File: config.mk
export PLATFORM = sky130hd
export DESIGN_NAME = hbus_bridge
export DESIGN_NICKNAME = d
export VERILOG_FILES = /design/src/rtl/hbb_pkg.sv /design/src/rtl/hbb_edge_sync.sv /design/src/rtl/hbb_bus_engine.sv /design/src/rtl/hbb_phase_ctl.sv /design/src/rtl/hbus_bridge.sv
export SDC_FILE = /design/constraint.sdc
export NUM_CORES = 1
export LEC_CHECK = 0
export ABC_AREA = 1
export ABC_CLOCK_PERIOD_IN_PS = 1860
export BUFFER_PORTS_ARGS = -buffer_cell sky130_fd_sc_hd__buf_4
export CORE_MARGIN = 3
export CORE_UTILIZATION = 31
export DETAILED_ROUTE_END_ITERATION = 8
export PLACE_DENSITY = 0.58
export SYNTH_ARGS = -nofsm -noshare
export SYNTH_HDL_FRONTEND = slang
export SYNTH_SLANG_ARGS = --single-unit
File: constraint.sdc
create_clock -name clk -period 1.86 [get_ports clk]
set_input_delay 0.186 -clock clk [delete_from_list [all_inputs] [get_ports clk]]
set_output_delay 0.186 -clock clk [all_outputs]
set_load 0.05 [all_outputs]
File: src/rtl/hbb_pkg.sv
package hbb_pkg;

    // command encoding: bit0 = read, bit1 = byte, bit2 = status word
    localparam logic [2:0] HC_WORD_WR = 3'b000;
    localparam logic [2:0] HC_WORD_RD = 3'b001;
    localparam logic [2:0] HC_BYTE_WR = 3'b010;
    localparam logic [2:0] HC_BYTE_RD = 3'b011;
    localparam logic [2:0] HC_STATUS  = 3'b100;

    typedef enum logic [2:0] {
        PH_IDLE,
        PH_ADRH,
        PH_WDAT,
        PH_BUSY,
        PH_RETN
    } phase_e;

    function automatic logic cmd_is_bus(input logic [2:0] c);
        return c[2] == 1'b0;
    endfunction

    function automatic logic cmd_is_status(input logic [2:0] c);
        return c == HC_STATUS;
    endfunction

endpackage

File: src/rtl/hbb_edge_sync.sv
module hbb_edge_sync #(
    parameter int STAGES = 2
) (
    input  logic clk,
    input  logic rst,
    input  logic din,
    output logic rise
);
    localparam int LEN = STAGES + 1;

    logic [LEN-1:0] chain_d;
    logic [LEN-1:0] chain_q;

    always_comb begin
        chain_d = {chain_q[LEN-2:0], din};
    end

    always_ff @(posedge clk) begin
        if (rst) begin
            chain_q <= '0;
        end else begin
            chain_q <= chain_d;
        end
    end

    // last synchronised sample high, one older sample low
    assign rise = chain_q[STAGES-1] & ~chain_q[STAGES];

endmodule

File: src/rtl/hbb_bus_engine.sv
module hbb_bus_engine #(
    parameter int AW  = 24,
    parameter int DW  = 16,
    parameter int TMO = 64
) (
    input  logic          clk,
    input  logic          rst,
    input  logic          go,
    input  logic          rnw,
    input  logic          is_byte,
    input  logic [AW-1:0] addr,
    input  logic [DW-1:0] wdata,
    output logic [AW-2:0] bus_addr,
    output logic          as_n,
    output logic          uds_n,
    output logic          lds_n,
    output logic          rnw_o,
    output logic [DW-1:0] bus_dout,
    output logic          bus_doe,
    input  logic [DW-1:0] bus_din,
    input  logic          dtack_n,
    output logic          done,
    output logic          done_tmo,
    output logic [DW-1:0] rdata
);
    localparam int CW = $clog2(TMO + 1);

    typedef struct packed {
        logic          act;
        logic [CW-1:0] cnt;
        logic          done;
        logic          tmo;
        logic [DW-1:0] rd;
    } eng_t;

    eng_t e_d;
    eng_t e_q;
    logic up_en;
    logic lo_en;

    always_comb begin
        up_en = !is_byte || !addr[0];
        lo_en = !is_byte ||  addr[0];
    end

    always_comb begin
        e_d      = e_q;
        e_d.done = 1'b0;
        if (e_q.act) begin
            if (!dtack_n) begin
                e_d.act  = 1'b0;
                e_d.done = 1'b1;
                e_d.tmo  = 1'b0;
                e_d.rd   = bus_din;
            end else if (e_q.cnt == CW'(TMO - 1)) begin
                e_d.act  = 1'b0;
                e_d.done = 1'b1;
                e_d.tmo  = 1'b1;
            end else begin
                e_d.cnt = e_q.cnt + 1'b1;
            end
        end else if (go) begin
            e_d.act = 1'b1;
            e_d.cnt = '0;
        end
    end

    always_ff @(posedge clk) begin
        if (rst) begin
            e_q <= '0;
        end else begin
            e_q <= e_d;
        end
    end

    assign bus_addr = addr[AW-1:1];
    assign as_n     = ~e_q.act;
    assign uds_n    = ~(e_q.act & up_en);
    assign lds_n    = ~(e_q.act & lo_en);
    assign rnw_o    = e_q.act ? rnw : 1'b1;
    assign bus_dout = wdata;
    assign bus_doe  = e_q.act & ~rnw;
    assign done     = e_q.done;
    assign done_tmo = e_q.tmo;
    assign rdata    = e_q.rd;

    // independent run-length count of strobe-low clocks
    logic [CW:0] chk_low_q;
    always_ff @(posedge clk) begin
        if (rst) begin
            chk_low_q <= '0;
        end else if (!as_n) begin
            chk_low_q <= chk_low_q + 1'b1;
        end else begin
            chk_low_q <= '0;
        end
    end

    assert_cycle_bounded_R7: assert property (@(posedge clk) disable iff (rst)
        !as_n |-> chk_low_q < (CW+1)'(TMO));

    assert_byte_one_lane_R4: assert property (@(posedge clk) disable iff (rst)
        (!as_n && is_byte) |-> $countones({uds_n, lds_n}) == 1);

    assert_word_both_lanes_R3: assert property (@(posedge clk) disable iff (rst)
        (!as_n && !is_byte) |-> (!uds_n && !lds_n));

    assert_addr_held_R2: assert property (@(posedge clk) disable iff (rst)
        (!as_n && !$fell(as_n)) |-> $stable(addr));

endmodule

File: src/rtl/hbb_phase_ctl.sv
module hbb_phase_ctl
    import hbb_pkg::*;
#(
    parameter int AW = 24,
    parameter int DW = 16,
    parameter int IW = 3
) (
    input  logic          clk,
    input  logic          rst,
    input  logic          rise,
    input  logic [2:0]    host_cmd,
    input  logic [DW-1:0] host_din,
    input  logic [IW-1:0] irq_ipl,
    input  logic          done,
    input  logic          done_tmo,
    input  logic [DW-1:0] rdata,
    output logic          go,
    output logic          rnw,
    output logic          is_byte,
    output logic [AW-1:0] addr,
    output logic [DW-1:0] wdata,
    output logic [DW-1:0] host_dout,
    output logic          host_doe,
    output logic          host_ack,
    output logic          host_int_n
);
    localparam int BW  = DW / 2;
    localparam int HIW = AW - DW;

    typedef struct packed {
        phase_e        ph;
        logic [2:0]    cmd;
        logic [AW-1:0] addr;
        logic [DW-1:0] wd;
        logic [DW-1:0] ret;
        logic          go;
        logic          tmo;
        logic [IW-1:0] ipl;
    } ctl_t;

    ctl_t c_d;
    ctl_t c_q;
    logic [DW-1:0] status_w;
    logic [DW-1:0] rd_steer;

    always_comb begin
        status_w          = '0;
        status_w[DW-1 -: IW] = c_q.ipl;
        status_w[0]       = c_q.tmo;
        if (!c_q.cmd[1]) begin
            rd_steer = rdata;
        end else if (!c_q.addr[0]) begin
            rd_steer = {{BW{1'b0}}, rdata[DW-1 -: BW]};
        end else begin
            rd_steer = {{BW{1'b0}}, rdata[BW-1:0]};
        end
    end

    always_comb begin
        c_d     = c_q;
        c_d.go  = 1'b0;
        c_d.ipl = irq_ipl;
        unique case (c_q.ph)
            PH_IDLE: begin
                if (rise) begin
                    if (cmd_is_status(host_cmd)) begin
                        c_d.ret = status_w;
                        c_d.ph  = PH_RETN;
                    end else if (cmd_is_bus(host_cmd)) begin
                        c_d.cmd           = host_cmd;
                        c_d.addr[DW-1:0]  = host_din;
                        c_d.ph            = PH_ADRH;
                    end
                end
            end
            PH_ADRH: begin
                if (rise) begin
                    c_d.addr[AW-1:DW] = host_din[HIW-1:0];
                    if (c_q.cmd[0]) begin
                        c_d.go = 1'b1;
                        c_d.ph = PH_BUSY;
                    end else begin
                        c_d.ph = PH_WDAT;
                    end
                end
            end
            PH_WDAT: begin
                if (rise) begin
                    c_d.wd = host_din;
                    c_d.go = 1'b1;
                    c_d.ph = PH_BUSY;
                end
            end
            PH_BUSY: begin
                if (done) begin
                    c_d.tmo = done_tmo;
                    if (c_q.cmd[0]) begin
                        c_d.ret = rd_steer;
                        c_d.ph  = PH_RETN;
                    end else begin
                        c_d.ph = PH_IDLE;
                    end
                end
            end
            PH_RETN: begin
                if (rise) begin
                    c_d.ph = PH_IDLE;
                end
            end
            default: c_d.ph = PH_IDLE;
        endcase
    end

    always_ff @(posedge clk) begin
        if (rst) begin
            c_q    <= '0;
            c_q.ph <= PH_IDLE;
        end else begin
            c_q <= c_d;
        end
    end

    assign go         = c_q.go;
    assign rnw        = c_q.cmd[0];
    assign is_byte    = c_q.cmd[1];
    assign addr       = c_q.addr;
    assign wdata      = c_q.wd;
    assign host_dout  = c_q.ret;
    assign host_doe   = (c_q.ph == PH_RETN);
    assign host_ack   = (c_q.ph == PH_RETN) | ((c_q.ph == PH_BUSY) & ~c_q.cmd[0]);
    assign host_int_n = (c_q.ipl == '0);

    logic chk_arm_q;
    always_ff @(posedge clk) begin
        if (rst) begin
            chk_arm_q <= 1'b0;
        end else begin
            chk_arm_q <= 1'b1;
        end
    end

    assert_int_tracks_level_R10: assert property (@(posedge clk) disable iff (rst)
        chk_arm_q |-> (host_int_n == ($past(irq_ipl) == '0)));

    assert_done_only_when_busy_R8: assert property (@(posedge clk) disable iff (rst)
        done |-> (c_q.ph == PH_BUSY));

endmodule

File: src/rtl/hbus_bridge.sv
module hbus_bridge #(
    parameter int AW      = 24,
    parameter int DW      = 16,
    parameter int IW      = 3,
    parameter int TIMEOUT = 64,
    parameter int SYNC    = 2
) (
    input  logic          clk,
    input  logic          rst,
    input  logic [2:0]    host_cmd,
    input  logic          host_stb,
    input  logic [DW-1:0] host_din,
    output logic [DW-1:0] host_dout,
    output logic          host_doe,
    output logic          host_ack,
    output logic          host_int_n,
    input  logic [IW-1:0] irq_ipl,
    output logic [AW-2:0] bus_addr,
    output logic          bus_as_n,
    output logic          bus_uds_n,
    output logic          bus_lds_n,
    output logic          bus_rnw,
    output logic [DW-1:0] bus_dout,
    output logic          bus_doe,
    input  logic [DW-1:0] bus_din,
    input  logic          bus_dtack_n
);
    logic          stb_rise;
    logic          go;
    logic          rnw;
    logic          is_byte;
    logic [AW-1:0] addr;
    logic [DW-1:0] wdata;
    logic          done;
    logic          done_tmo;
    logic [DW-1:0] rdata;

    hbb_edge_sync #(.STAGES(SYNC)) i_sync (
        .clk  (clk),
        .rst  (rst),
        .din  (host_stb),
        .rise (stb_rise)
    );

    hbb_phase_ctl #(.AW(AW), .DW(DW), .IW(IW)) i_ctl (
        .clk        (clk),
        .rst        (rst),
        .rise       (stb_rise),
        .host_cmd   (host_cmd),
        .host_din   (host_din),
        .irq_ipl    (irq_ipl),
        .done       (done),
        .done_tmo   (done_tmo),
        .rdata      (rdata),
        .go         (go),
        .rnw        (rnw),
        .is_byte    (is_byte),
        .addr       (addr),
        .wdata      (wdata),
        .host_dout  (host_dout),
        .host_doe   (host_doe),
        .host_ack   (host_ack),
        .host_int_n (host_int_n)
    );

    hbb_bus_engine #(.AW(AW), .DW(DW), .TMO(TIMEOUT)) i_eng (
        .clk      (clk),
        .rst      (rst),
        .go       (go),
        .rnw      (rnw),
        .is_byte  (is_byte),
        .addr     (addr),
        .wdata    (wdata),
        .bus_addr (bus_addr),
        .as_n     (bus_as_n),
        .uds_n    (bus_uds_n),
        .lds_n    (bus_lds_n),
        .rnw_o    (bus_rnw),
        .bus_dout (bus_dout),
        .bus_doe  (bus_doe),
        .bus_din  (bus_din),
        .dtack_n  (bus_dtack_n),
        .done     (done),
        .done_tmo (done_tmo),
        .rdata    (rdata)
    );

    assert_port_idle_during_cycle_R9: assert property (@(posedge clk) disable iff (rst)
        host_doe |-> bus_as_n);

    assert_reset_quiet_R11: assert property (@(posedge clk)
        $past(rst) |-> (bus_as_n && !host_doe && !host_ack));

endmodule

==> flow_metrics.py <==
metrics = {
    "global_routing": {
        "antenna_found_initial": 0,
        "overflow": 0,
        "grt_max_degree": 55,
        "grt_pass1_wl_mm": 16.95,
        "track_usage_pct": 14.41,
        "grt_pass1_vias": 3417,
    },
    "sta": {
        "fin_skew_ns": 0.004374,
        "hold_violations": 0,
        "holdWs_ns": 0.04858,
        "finalCritPeriodShare_pct": 84.12,
        "tightest_slew_ns": 0.4645,
        "rsz0062_at_grt": "no",
        "relSlewSlack_pct": 69.03,
        "period_needed_ns": 1.565,
        "finalSetupViolCount": 0,
        "final.setup.tns_ns": 0,
        "max_freq_mhz": 639.1,
        "drv_slew": 0,
    },
    "detailed_routing": {
        "wl_per_cell_um": 13.28,
        "drc_errors": 0,
        "dr_total_vias": 3522,
        "dr.pass1.iters": 4,
        "ant_nets": 0,
        "detail_route.wirelength_mm": 10.36,
        "drt_iter0_drc": 215,
        "viasPerCell": 4.515,
    },
    "placement": {
        "gp_congestion": 0.7816,
        "io_buffers": 104,
        "hpwl_mm": 7.360,
    },
    "clocking": {
        "clk_latency_ns": 0.34,
        "path_clk_slew_ns": 0.06,
        "clk_path_buf_depth": 2,
        "post_cts_resized": 0,
        "hold_buffers": 0,
        "cts_root_buf": "clkbuf_16",
        "cts_buffers": 9,
        "cts_tree": "yes",
        "htree_levels": 3,
        "clock-sinks": 95,
        "postCtsSetupBuffers": 0,
    },
    "power": {
        "leakagePower_nw": 2.369,
        "vdd_drop_max_mv": 0.6203,
        "power_density_nw_per_um2": 974.5,
    },
    "worst_setup_path": {
        "crit_chain": "nand3_4 > o21ai_1 > buf_4",
        "ff2ff_path_depth": 9,
        "critical_path_class": "register to primary output",
        "worstSetupEndpointType": "primary output",
        "critPathLaunch": "i_ctl.c_q[64]",
        "crit_fanout": 9,
        "cp.required_ns": 1.67,
        "crit-reg2reg-launch": "i_eng.e_q[18]",
        "slowest_stage": "dfxtp_1",
        "cpPeakStageDelay_ns": 0.45,
        "start_kind": "register",
        "arrival_ns": 1.38,
    },
    "yosys": {
        "yosys-mux-area-fraction_pct": 0,
        "avgSynthCellArea_um2": 7.471,
        "synth_top_family_by_area": "simple AND/OR/NAND/NOR gates",
        "synth_adder_area_share_pct": 0.3018,
        "yosys_warnings": 0,
        "synthXorXnorAreaFrac_pct": 0.2112,
        "synthCells": 555,
        "ys_ff_latch": 95,
        "yosysSeqAreaShare_pct": 45.87,
        "synth_fp_nets": 598,
        "synth-compound-area-share_pct": 15.39,
        "netlist_area_um2": 4146,
        "synth.distinct_cells": 31,
        "synth_simple_gate_area_share_pct": 21.82,
    },
    "status": {
        "outcome": "complete, no violations",
    },
    "floorplanning": {
        "die_x_um": 121.7,
        "core_um2": 12820,
        "core.rowCount": 41,
        "die-area_um2": 14800,
        "initial_core_util_pct": 32.33,
        "die_height_um": 121.7,
        "io-pin-count": 105,
    },
    "layout": {
        "fin_util_pct": 38.85,
        "fin_nets": 646,
        "drive_gt1_share_pct": 24.01,
        "antenna_cells": 0,
        "layout-area-overhead-vs-synth_pct": 20.16,
    },
    "worst_hold_path": {
        "min_path_type": "input port to register",
        "min_from": "irq_ipl[0]",
        "holdPathStages": 3,
    },
    "job": {
        "maxCapViolations": 0,
    },
}
## registers in the layout (all words and copies together) (netlist names), 3 cells and up
| register | cells |
|---|---|
| i_eng.e_q | 8 |
| i_ctl.addr | 24 |
| i_ctl.c_q | 7 |
| i_ctl.host_dout | 16 |
| i_ctl.wdata | 16 |
| i_sync.chain_q | 3 |
| i_eng.rdata | 16 |
## stage by stage
step	worst slack (ns)	area, µm²	std cells	power, mW
floorplan	0.1310	4149	555	2.831
global placement	0.3606	4682	764	3.013
detailed placement	0.3008	4682	764	3.023
CTS	0.2730	4982	780	4.930
global route	0.08631	4982	780	5.094
finish	0.2953	4982	780	4.855
## report_power, final
| group | internal (mW) | total (mW) | switching (mW) |
|---|---|---|---|
| combinational | 0.256 | 0.792 | 0.536 |
| clock | 1.09 | 1.88 | 0.790 |
| sequential | 2.12 | 2.19 | 0.0675 |
| total | 3.46 | 4.86 | 1.39 |
## worst paths after layout
| path | end | slack, ns |
|---|---|---|
| worst max-delay path | host_ack | 0.30 |
| worst max register to register | i_eng.e_q[21] | 0.31 |
| worst min register to register | i_sync.chain_q[1] | 0.41 |
| worst min-delay path | i_ctl.c_q[0] | 0.05 |
## Yosys cell counts
cell,count,share of area [%]
nand3_1,9,1.1
clkbuf_1,8,0.72
a21oi_1,25,3.0
o211ai_1,1,0.18
buf_6,3,0.81
nand3_4,1,0.42
nand4_1,3,0.45
o21bai_1,2,0.36
nand2_2,4,0.60
xor2_1,1,0.21
buf_1,1,0.090
nor2_2,4,0.60
ha_1,1,0.30
a21boi_0,1,0.18
inv_2,5,0.45
nand2_1,35,3.2
buf_4,56,10
nor2_1,153,14
buf_2,7,0.84
nor3_1,2,0.24
nand3b_1,1,0.18
o21ai_1,8,0.97
nand3_2,1,0.24
a22oi_1,2,0.36
dfxtp_1,95,46
o21ai_0,84,10
o21a_1,1,0.18
inv_1,36,3.3
clkinv_1,1,0.090
and3_1,1,0.15
nor2_4,3,0.81
## critical path: cells and delay by family (launching register included)
kind | cells | cell delay [ns]
flops | 1 | 0.45
buf+inv | 1 | 0.21
simple gates | 1 | 0.20
compound gates | 1 | 0.17
## cell type report
cell class              instances  area [µm²]
clock buffers                  12       246.5
clock inverters                 4       53.80
fillers                      1335        7843
inverters                      42       157.7
multi-input cells             343        1567
flip-flops and latches         95        1902
well taps                     172       215.2
repair buffers                112       840.8
## placed cells by master (no fill, tap or decap), drive strengths merged
master    count
o21ai        92
nor2        160
inv          42
xor2          1
ha            1
buf         112
o211ai        1
nand3        11
o21bai        2
a22oi         2
nand4         3
o21a          1
clkinvlp      2
a21oi        25
nor3          2
a21boi        1
bufinv        1
nand3b        1
nand2        39
and3          1
clkbuf       12
clkinv        1
dfxtp        95
## metal layers
layer	part of all wire [%]	vias up	routed length, µm	track usage (%)
met5	0	-	0	0
met4	1.4	0	148	5.252
met3	7.1	13	736	5.525
met2	46	96	4790	22.63
met1	45	1604	4684	18.04
li1	-	1809	-	-
## cells by family (layout without fill, tap and decap cells)
| kind of cell | Yosys count | count (layout) |
|---|---|---|
| simple gates | 217 | 217 |
| compound gates | 124 | 124 |
| buf+inv | 117 | 170 |
| flops | 95 | 95 |
| fa+ha+maj | 1 | 1 |
| xor+xnor | 1 | 1 |
(Power assumes the default switching activity.)
